$ cat src/rtl/radio_power_seq.sv
module radio_power_seq #(
  parameter int DLY_W = 8
) (
  input  logic             clk,
  input  logic             rst_n,
  input  logic             spi_cs_n,
  input  logic             sleep_req,
  input  logic             tx_go,
  input  logic             rx_go,
  input  logic [DLY_W-1:0] tx_synth_dly,
  input  logic [DLY_W-1:0] pa_dly,
  input  logic [DLY_W-1:0] rx_synth_dly,
  input  logic             pkt_done,
  input  logic             us_tick,
  output logic [3:0]       state,
  output logic             pll_en,
  output logic             pa_en,
  output logic             tx_en,
  output logic             rx_en,
  output logic             pkt_flag
);
  localparam logic [3:0] S_OFF = 4'd0, S_INIT = 4'd1, S_IDLE = 4'd2, S_SLEEP = 4'd3,
                         S_TXS = 4'd4, S_TXW = 4'd5, S_TXPA = 4'd6, S_TXD = 4'd7,
                         S_TXE = 4'd8, S_RXS = 4'd9, S_RXW = 4'd10, S_RXD = 4'd11,
                         S_RXE = 4'd12;

  logic [3:0]       nxt;
  logic [DLY_W-1:0] cnt, ld_val;
  logic             load, expired;

  assign expired = (cnt == '0);

  always_comb begin
    nxt    = state;
    load   = 1'b0;
    ld_val = '0;
    case (state)
      S_OFF:   nxt = S_INIT;
      S_INIT:  nxt = S_IDLE;
      S_IDLE:
        if (tx_go)                      nxt = S_TXS;
        else if (rx_go)                 nxt = S_RXS;
        else if (sleep_req && spi_cs_n) nxt = S_SLEEP;
      S_SLEEP: if (!sleep_req) nxt = S_IDLE;
      S_TXS: begin nxt = S_TXW; load = 1'b1; ld_val = tx_synth_dly; end
      S_TXW:
        if (expired) begin nxt = S_TXPA; load = 1'b1; ld_val = pa_dly; end
      S_TXPA:  if (expired) nxt = S_TXD;
      S_TXD:   if (pkt_done || !tx_go) nxt = S_TXE;
      S_TXE:   if (us_tick) nxt = S_IDLE;
      S_RXS: begin nxt = S_RXW; load = 1'b1; ld_val = rx_synth_dly; end
      S_RXW:   if (expired) nxt = S_RXD;
      S_RXD:   if (pkt_done || !rx_go) nxt = S_RXE;
      S_RXE:   if (us_tick) nxt = S_IDLE;
      default: nxt = S_IDLE;
    endcase
  end

  always_ff @(posedge clk or negedge rst_n) begin
    if (!rst_n) begin
      state <= S_OFF;
      cnt   <= '0;
    end else begin
      state <= nxt;
      if (load)                    cnt <= ld_val;
      else if (us_tick && !expired) cnt <= cnt - 1'b1;
    end
  end

  assign pll_en   = (state >= S_TXS && state <= S_TXD) || (state >= S_RXS && state <= S_RXD);
  assign pa_en    = (state == S_TXPA) || (state == S_TXD);
  assign tx_en    = (state == S_TXD);
  assign rx_en    = (state == S_RXD);
  assign pkt_flag = tx_en || rx_en;
endmodule

$ cat config.mk
export PLATFORM = sky130hd
export DESIGN_NAME = radio_power_seq
export DESIGN_NICKNAME = d
export VERILOG_FILES = /design/src/rtl/radio_power_seq.sv
export SDC_FILE = /design/constraint.sdc
export NUM_CORES = 1
export LEC_CHECK = 0
export ABC_CLOCK_PERIOD_IN_PS = 5300
export CAP_MARGIN = 20
export CELL_PAD_IN_SITES_DETAIL_PLACEMENT = 1
export CELL_PAD_IN_SITES_GLOBAL_PLACEMENT = 1
export CORE_AREA = 2 2 61 63
export DETAILED_ROUTE_END_ITERATION = 8
export DIE_AREA = 0 0 63 65
export PLACE_DENSITY_LB_ADDON = 0.1
export SETUP_SLACK_MARGIN = 0.1
export SLEW_MARGIN = 25
export SYNTH_ARGS = -nofsm -noshare
export SYNTH_HDL_FRONTEND = slang
export SYNTH_SLANG_ARGS = --single-unit
$ cat constraint.sdc
create_clock -name clk -period 5.3 [get_ports clk]
set_input_delay 1.325 -clock clk [delete_from_list [all_inputs] [get_ports clk]]
set_output_delay 1.325 -clock clk [all_outputs]
set_load 0.05 [all_outputs]
==> flow_summary_export.csv, run 1 <==
group,metric,value,unit
status,status,"completed",
worst_setup_path,start_kind,"flip-flop",
placement,placed_area,1490,um^2
clock_tree,cts_setup_buffers,0,
worst_setup_path,slowest_stage,"clkdlybuf4s50_1",
synthesis,ys_types,48,
worst_setup_path,rr_worst_depth,6,
floorplanning,coreArea,3500,um^2
worst_setup_path,required,3.97,ns
timing,finalCritPeriodShare,69.6,%
worst_setup_path,cp_slowest_stage_delay,0.83,ns
placement,gp_congestion,0.788,
clock_tree,cts.sinks,12,
power,power_density,544,nW/um^2
floorplanning,die_area,4100,um^2
final_layout,antenna_cells,0,
route,drt_iter0_markers,55,
power,peakVddDrop,269,uV
timing,fin_tns_setup,0,ns
flow_run,drv_cap,0,
worst_setup_path,critical_path.max_fanout,20,
route,first_pass_iters,4,
timing,hold_viol_final,0,
timing,worst_pin_slew,0.880,ns
route,vias,1179,
final_layout,ff_latch_area,300,um^2
synthesis,ys_top_cells_by_count,"12 x dfrtp_1, 12 x nor2_1, 10 x a22oi_1",
worst_setup_path,cp-end-kind,"primary output",
timing,finalSetupViolCount,0,
grt,overflow,0,
timing,slew_headroom,40.9,%
grt,antenna_found_initial,0,
synthesis,syn_avg_cell_area,8.07,um^2
timing,clock.fmax,271,MHz
synthesis,netlist.area_leader.share,28.0,%
final_layout,fillers,450,
grt,gr-usage-met3,2.60,%
timing,hold_ws,0.557,ns
timing,fin_skew,0.00452,ns
final_layout,multi_input_area,711,um^2
clock_tree,cts-resized-gates,0,
route,drc,0,
timing,drv_slew,0,
hold_path,hold_path_depth,2,
final_layout,area_delta_synth_final,41.8,%
final_layout,finish.utilization,43.6,%
floorplanning,dieHeight,65,um
grt,grt_max_degree,21,
worst_setup_path,path_cells,"nand2_1 > a21oi_1 > clkdlybuf4s50_1",
grt,grt_pass1_wl,6.33,mm
route,ant_nets,0,
timing,period_minus_slack,3.69,ns
clock_tree,cts_tree,"yes",
clock_tree,htreeDepth,1,
final_layout,fin_area,1520,um^2
synthesis,synthArstFlopShare,100,%
route,via_per_inst,5.43,
clock_tree,clk_latency,0.28,ns
power,leakage,0.000573,uW
synthesis,syn-cell-area,1070,um^2
route,wl_per_cell,17.1,um
route,wl,3.71,mm
clock_tree,clockRootBuffer,"clkbuf_4",
synthesis,syn-num-nets,167,
hold_path,hold_path_class,"reg2reg",
grt,busiest_layer,"met2",
worst_setup_path,setup.worst_path.class,"reg2out",
clock_tree,ctsHoldBuffers,0,
final_layout,num-nets-final,204,
floorplanning,rows,22,
synthesis,syn-instance-count,133,
synthesis,synth_area_leaders,"dfrtp_1 28%, a22oi_1 7.0%, a21oi_1 4.2%, mux2_2 4.2%, nor2_1 4.2%",
grt,grtUsageMet2,37.0,%
worst_setup_path,arrival,2.36,ns
clock_tree,cts_inserted_buffers,3,
grt,grtUsageMet1,22.8,%
placement,port_buffers,40,
grt,grt_pass1_vias,1255,
floorplanning,die_w,63,um
clock_tree,clockBufferDepth,2,
synthesis,ys.flop_type,"dfrtp_1",
synthesis,yosysTopAreaCell,"dfrtp_1",
placement,hpwl,2.78,mm
grt,grt_usage,19.7,%
timing,rsz0062_at_grt,"false",
floorplanning,initial_core_util,30.7,%
clock_tree,path_clk_slew,0.08,ns
synthesis,yosysSeqAreaShare,28.0,%
synthesis,synth-edff-count,0,
final_layout,drive_gt1_share,7.69,%
synthesis,ys_warn_count,0,
floorplanning,io-pin-count,41,
synthesis,synth_seq_cells,12,
## logic make-up (layout without fill, tap and decap cells)
group	Yosys count	count (layout)	synth area share, %
AO/OA/AOI/OAI	51	51	31.9
XOR/XNOR	1	1	0.816
adder cells (fa/ha/maj)	2	2	2.33
buffers and inverters	12	48	5.83
flip-flops	12	12	28.0
multiplexers	4	4	4.20
AND/OR/NAND/NOR	51	51	26.9
## area by class of cell
class                   instances  area share (%)
inverters                       4           0.986
multi-input cells             109            46.7
flip-flops and latches         12            19.7
clock buffers                   4            2.38
well taps                      48            3.94
repair buffers                 40            26.3
## report_power, final
| group | leakage [uW] | switching, uW | total, uW | internal [uW] |
|---|---|---|---|---|
| clock network | 0.0000210 | 34.5 | 76.3 | 41.8 |
| registers | 0.000145 | 94.9 | 229 | 135 |
| logic | 0.000407 | 291 | 523 | 231 |
| total | 0.000573 | 421 | 828 | 408 |
## per-layer routing
metal  share of wire (%)  vias to the layer above
met5                   0                        -
met4                 1.5                        0
met3                 2.9                        4
met2                  53                       26
met1                  43                      573
li1                    -                      576
## per-stage QoR
stage	total power [uW]	cells	worst slack, ns
3_3_place_gp	741	213	1.96
6_report	828	217	1.61
4_1_cts	835	217	1.61
2_1_floorplan	602	133	1.72
5_1_grt	897	217	1.45
3_5_place_dp	753	213	1.91
## worst max-delay path, delay by kind of cell, from the launching register on
| kind | cells | cell delay (ns) |
|---|---|---|
| AOI/OAI and AO/OA | 1 | 0.23 |
| buffers and inverters | 1 | 0.83 |
| DFF | 1 | 0.73 |
| and+or+nand+nor | 1 | 0.29 |
## flip-flops by register name, summed over array words and instances (netlist names)
name and cells:
cnt 8, state 4
## placed cells by master (no fill, tap or decap), types with 2 or more instances in the layout
| master | count |
|---|---|
| nor2b_1 | 2 |
| or4_1 | 2 |
| nand3_1 | 4 |
| a21o_1 | 2 |
| inv_1 | 4 |
| o211ai_1 | 3 |
| a211oi_1 | 2 |
| o21a_1 | 2 |
| o2bb2ai_1 | 2 |
| clkbuf_4 | 3 |
| nor2_1 | 12 |
| mux2_2 | 4 |
| a22oi_1 | 10 |
| or3_1 | 2 |
| a21oi_1 | 9 |
| clkdlybuf4s50_1 | 40 |
| ha_1 | 2 |
| dfrtp_1 | 12 |
| nand2b_1 | 4 |
| nand2_1 | 7 |
| o21ai_0 | 7 |
| nor3_1 | 5 |
| o22ai_1 | 5 |
## worst paths after layout
path                               start        to  slack [ns]
worst max-delay path            state[1]  pkt_flag        1.61
worst min-delay path              cnt[7]    cnt[7]        0.56
worst max register to register    cnt[0]    cnt[6]        2.83
worst min register to register    cnt[7]    cnt[7]        0.56
max in group asynchronous          rst_n    cnt[6]        3.51
min in group asynchronous          rst_n    cnt[3]        1.41
Note: power is estimated with default switching activity, not from simulation.
==> run 2: changes to the inputs <==
--- a/config.mk
+++ b/config.mk
@@ -5,13 +5,13 @@
 export SDC_FILE = /design/constraint.sdc
 export NUM_CORES = 1
 export LEC_CHECK = 0
-export ABC_CLOCK_PERIOD_IN_PS = 5300
+export ABC_CLOCK_PERIOD_IN_PS = 3700
 export CAP_MARGIN = 20
 export CELL_PAD_IN_SITES_DETAIL_PLACEMENT = 1
 export CELL_PAD_IN_SITES_GLOBAL_PLACEMENT = 1
-export CORE_AREA = 2 2 61 63
+export CORE_AREA = 2 2 62 64
 export DETAILED_ROUTE_END_ITERATION = 8
-export DIE_AREA = 0 0 63 65
+export DIE_AREA = 0 0 64 66
 export PLACE_DENSITY_LB_ADDON = 0.1
 export SETUP_SLACK_MARGIN = 0.1
 export SLEW_MARGIN = 25
==> constraint.sdc (replaced) <==
create_clock -name clk -period 3.7 [get_ports clk]
set_input_delay 0.925 -clock clk [delete_from_list [all_inputs] [get_ports clk]]
set_output_delay 0.925 -clock clk [all_outputs]
set_load 0.05 [all_outputs]
==> run 2 against run 1 <==
Clock power is 14% higher. Power grew 41%. Global-route usage fell by 3.1 points. Critical path type unchanged. Final cell count up 0.46%. Critical path depth is the same. Sequential share of layout area is essentially flat. Largest cell class unchanged. Count of clock-buffer cells in the layout fell by 1.
==> flow_summary_export.csv, run 2 (synthesized netlist as in run 1, its figures left out) <==
group,metric,value,unit
status,status,"completed",
final_layout,layout_common_cells,"40 x clkdlybuf4s50_1, 12 x nor2_1, 12 x dfrtp_1",
placement,hpwl,2.57,mm
final_layout,fillers,430,
final_layout,num-nets-final,206,
route,drt_iter0_markers,38,
timing,timing.final.ws_setup,0.602,ns
timing,period_minus_slack,3.10,ns
clock_tree,clk_latency,0.28,ns
placement,dpl_worst_slack,0.698,ns
worst_setup_path,cp.depth,3,
worst_setup_path,cp-end-kind,"primary output",
timing,clock.fmax,323,MHz
grt,overflow,0,
grt,antenna_found_initial,0,
final_layout,layoutNonFillerInstCount,218,
clock_tree,cts_tree,"yes",
hold_path,hold_path_depth,2,
timing,rsz0062_at_grt,"false",
clock_tree,ctsHoldBuffers,0,
worst_setup_path,slowest_stage,"clkdlybuf4s50_1",
grt,grt_pass1_vias,1193,
floorplanning,die_w,64,um
floorplanning,io-pin-count,41,
floorplanning,dieHeight,66,um
floorplanning,rows,22,
timing,drv_slew,0,
floorplanning,coreArea,3550,um^2
route,vias,1180,
final_layout,antenna_cells,0,
route,via_per_inst,5.41,
clock_tree,htreeDepth,1,
clock_tree,clockBufferDepth,2,
timing,finalSetupViolCount,0,
timing,slew_headroom,41.0,%
flow_run,drv_cap,0,
final_layout,area_delta_synth_final,42.0,%
placement,dp_cells,215,
timing,worst_pin_slew,0.878,ns
clock_tree,cts.sinks,12,
final_layout,largest_reg_flops,8,
final_layout,regMostFlops,"cnt",
timing,fin_skew,0.00572,ns
worst_setup_path,arrival,2.17,ns
final_layout,reg_top3,"cnt: 8 flops, state: 4 flops",
worst_setup_path,crit_family,"buffers and inverters",
clock_tree,cts-resized-gates,0,
placement,gp_congestion,0.832,
clock_tree,cts_inserted_buffers,3,
power,peakVddDrop,381,uV
worst_setup_path,required,2.77,ns
route,first_pass_iters,4,
worst_setup_path,critical_path.max_fanout,17,
timing,hold_ws,0.562,ns
route,ant_nets,0,
route,wl,3.27,mm
worst_setup_path,path_cells,"nand2b_1 > a21oi_1 > clkdlybuf4s50_1",
worst_setup_path,rr_worst_depth,7,
power,leakage,0.000575,uW
timing,fin_tns_setup,0,ns
power,power_density,765,nW/um^2
route,wl_per_cell,15.0,um
final_layout,layout_commonest_cell,"clkdlybuf4s50_1",
grt,grt_max_degree,20,
route,drc,0,
worst_setup_path,start_kind,"flip-flop",
placement,port_buffers,40,
floorplanning,die_area,4220,um^2
final_layout,multi_input_area,711,um^2
clock_tree,path_clk_slew,0.08,ns
timing,finalCritPeriodShare,83.7,%
grt,grt_usage,16.6,%
final_layout,finish.utilization,42.9,%
final_layout,ff_latch_area,300,um^2
worst_setup_path,setup.worst_path.class,"reg2out",
worst_setup_path,cp_slowest_stage_delay,0.84,ns
clock_tree,cts_setup_buffers,0,
hold_path,hold_path_class,"reg2reg",
final_layout,drive_gt1_share,8.24,%
floorplanning,initial_core_util,30.2,%
clock_tree,clockRootBuffer,"clkbuf_4",
grt,grt_pass1_wl,5.55,mm
worst_setup_path,path_buf_inv,1,
timing,hold_viol_final,0,
## run 2: worst paths after layout
path	startpoint	end	slack, ns
worst max-delay path	state[3]	pkt_flag	0.60
worst min-delay path	cnt[7]	cnt[7]	0.56
worst max register to register	cnt[0]	cnt[7]	1.24
worst min register to register	cnt[7]	cnt[7]	0.56
max in group asynchronous	rst_n	state[1]	2.30
min in group asynchronous	rst_n	cnt[3]	1.01
## run 2: area by class of cell
type,instances,share of cell area [%]
Timing Repair Buffer,42,27.3
Inverter,4,0.985
Clock buffer,3,1.48
Sequential cell,12,19.7
Tap cell,48,3.94
Multi-Input combinational cell,109,46.6
## run 2: tightest hold or removal path: stages, from the launching register on
cell and delay, ns:
dfrtp_1 0.41, inv_1 0.06, a21oi_1 0.05
## run 2: through the flow
stage | power [uW] | area, um^2
final | 1170 | 1520
after global routing | 1270 | 1520
after CTS | 1170 | 1520
after detailed placement | 1080 | 1500
after global placement | 1070 | 1500
after floorplan | 862 | 1070
## run 2: power breakdown
part	leakage (uW)	switching, uW	internal (uW)
combinational	0.000416	454	345
clock	0.0000138	49.2	37.8
sequential	0.000145	87.2	194
## run 2: per-layer routing
layer / vias to the layer above / track usage (%) / share of wire [%]
met5: - / 0 / 0
met4: 0 / 6.52 / 0.89
met3: 2 / 2.73 / 7.3
met1: 552 / 23.6 / 49
met2: 42 / 24.9 / 42
li1: 584 / - / -
==> run 3: changes to the inputs <==
--- a/config.mk
+++ b/config.mk
@@ -5,7 +5,7 @@
 export SDC_FILE = /design/constraint.sdc
 export NUM_CORES = 1
 export LEC_CHECK = 0
-export ABC_CLOCK_PERIOD_IN_PS = 3700
+export ABC_CLOCK_PERIOD_IN_PS = 3000
 export CAP_MARGIN = 20
 export CELL_PAD_IN_SITES_DETAIL_PLACEMENT = 1
 export CELL_PAD_IN_SITES_GLOBAL_PLACEMENT = 1
==> constraint.sdc (replaced) <==
create_clock -name clk -period 3 [get_ports clk]
set_input_delay 0.75 -clock clk [delete_from_list [all_inputs] [get_ports clk]]
set_output_delay 0.75 -clock clk [all_outputs]
set_load 0.05 [all_outputs]
==> run 3 against run 2 <==
Core utilization up 1.2 points. Routed wire length up 5.5%. First-iteration DRC count increased by 24%. Critical path type unchanged. Largest power group unchanged. Highest routed layer unchanged.
==> flow_summary_export.csv, run 3 (synthesized netlist as in run 1, its figures left out) <==
group,metric,value,unit
final_layout,num-nets-final,209,
worst_setup_path,arrival,2.04,ns
worst_setup_path,path_buf_inv,1,
placement,gp_congestion,0.766,
clock_tree,path_clk_slew,0.08,ns
timing,clock.fmax,358,MHz
floorplanning,dieHeight,66,um
clock_tree,cts.sinks,12,
grt,grt_pass1_vias,1227,
route,drc,0,
worst_setup_path,crit_family,"buffers and inverters",
clock_tree,cts_tree,"yes",
grt,antenna_found_initial,0,
worst_setup_path,path_cells,"nand2b_1 > o21ai_1 > clkdlybuf4s50_1",
worst_setup_path,critical_path.max_fanout,13,
final_layout,layout_common_cells,"36 x clkdlybuf4s50_1, 12 x nor2_1, 12 x dfrtp_1",
floorplanning,initial_core_util,30.2,%
timing,drv_slew,0,
power,peakVddDrop,516,uV
power,power_density,955,nW/um^2
final_layout,layout_commonest_cell,"clkdlybuf4s50_1",
route,ant_nets,0,
clock_tree,clockRootBuffer,"clkbuf_4",
final_layout,fillers,433,
flow_run,drv_cap,0,
route,wl,3.45,mm
clock_tree,ctsHoldBuffers,0,
timing,fin_skew,0.0111,ns
timing,hold_viol_final,0,
floorplanning,die_area,4220,um^2
placement,hpwl,2.73,mm
final_layout,area_delta_synth_final,45.8,%
route,wl_per_cell,15.5,um
final_layout,antenna_cells,0,
placement,port_buffers,40,
hold_path,hold_path_class,"reg2reg",
timing,fin_tns_setup,0,ns
grt,grt_max_degree,14,
worst_setup_path,cp-end-kind,"primary output",
worst_setup_path,required,2.25,ns
route,first_pass_iters,4,
floorplanning,rows,22,
final_layout,drive_gt1_share,10.9,%
timing,finalSetupViolCount,0,
clock_tree,clk_latency,0.29,ns
worst_setup_path,setup.worst_path.class,"reg2out",
clock_tree,htreeDepth,1,
worst_setup_path,slowest_stage,"clkdlybuf4s50_1",
power,leakage,0.000652,uW
floorplanning,coreArea,3550,um^2
timing,slew_headroom,62.3,%
timing,hold_ws,0.561,ns
floorplanning,io-pin-count,41,
timing,period_minus_slack,2.79,ns
final_layout,largest_reg_flops,8,
route,vias,1209,
clock_tree,cts_inserted_buffers,3,
grt,overflow,0,
floorplanning,die_w,64,um
timing,worst_pin_slew,0.564,ns
final_layout,reg_top3,"cnt: 8 flops, state: 4 flops",
timing,finalCritPeriodShare,93.0,%
grt,grt_pass1_wl,5.89,mm
grt,grt_usage,17.9,%
route,via_per_inst,5.45,
route,drt_iter0_markers,47,
clock_tree,clockBufferDepth,2,
final_layout,regMostFlops,"cnt",
worst_setup_path,cp_slowest_stage_delay,0.82,ns
clock_tree,cts_setup_buffers,0,
timing,rsz0062_at_grt,"false",
status,status,"completed",
worst_setup_path,start_kind,"flip-flop",
## run 3: changes by cell type in the layout (fill, tap and decap cells not counted)
cell | before | now
buf_4 | 2 | 6
clkdlybuf4s50_1 | 40 | 36
dlymetal6s2s_1 | 0 | 3
clkbuf_8 | 0 | 1
o21ai_0 | 7 | 6
o21ai_1 | 1 | 2
## run 3: area by class of cell
class | count | area [um^2] | area share, %
Multi-Input combinational cell | 109 | 711 | 45.4
Timing Repair Buffer | 45 | 443 | 28.3
Sequential cell | 12 | 300 | 19.2
Tap cell | 48 | 60.1 | 3.84
Clock buffer | 4 | 36.3 | 2.32
Inverter | 4 | 15.0 | 0.959
## run 3: metal layers
layer  GRT usage, %  share of wire (%)  vias to the layer above
li1               -                  -                      592
met1           25.9                 50                      574
met2           27.2                 44                       39
met3           2.56                4.7                        4
met4           5.71                1.3                        0
met5              0                  0                        -
## run 3: worst min-delay path: cells and delay by family, from the launching register on
kind / cells / cell delay (ns)
AOI/OAI and AO/OA: 1 / 0.05
DFF: 1 / 0.41
buffers and inverters: 1 / 0.06
## run 3: timing repair
action | in CTS | in global routing
resized for setup | 0 | 3
setup endpoints to repair | 0 | 3
hold endpoints to repair | 0 | 0
## run 3: worst paths after layout
path | startpoint | end | cells past startpoint | slack [ns]
worst max register to register | cnt[0] | cnt[6] | 6 | 0.70
max in group asynchronous | rst_n | state[0] | 1 | 1.80
min in group asynchronous | rst_n | cnt[4] | 1 | 0.82
worst min-delay path | cnt[7] | cnt[7] | 2 | 0.56
worst max-delay path | state[2] | pll_en | 3 | 0.21
worst min register to register | cnt[7] | cnt[7] | 2 | 0.56
## run 3: where the power goes
part / switching, uW / total [uW] / leakage [uW] / internal, uW
clock network: 64.4 / 138 / 0.0000210 / 73.8
registers: 121 / 360 / 0.000145 / 239
logic: 562 / 996 / 0.000485 / 434
total: 747 / 1490 / 0.000652 / 747
## run 3: per-stage QoR
stage / instance area, um^2 / total power, uW / utilization [%] / std cells / setup WS, ns
after floorplan: 1070 / 1060 / - / 133 / 0.286
after global placement: 1520 / 1340 / 42.8 / 218 / 0.241
after detailed placement: 1520 / 1360 / 42.8 / 218 / 0.137
after CTS: 1560 / 1510 / 43.9 / 222 / 0.143
after global routing: 1570 / 1630 / 44.1 / 222 / 0.129
final: 1570 / 1490 / 44.1 / 222 / 0.209
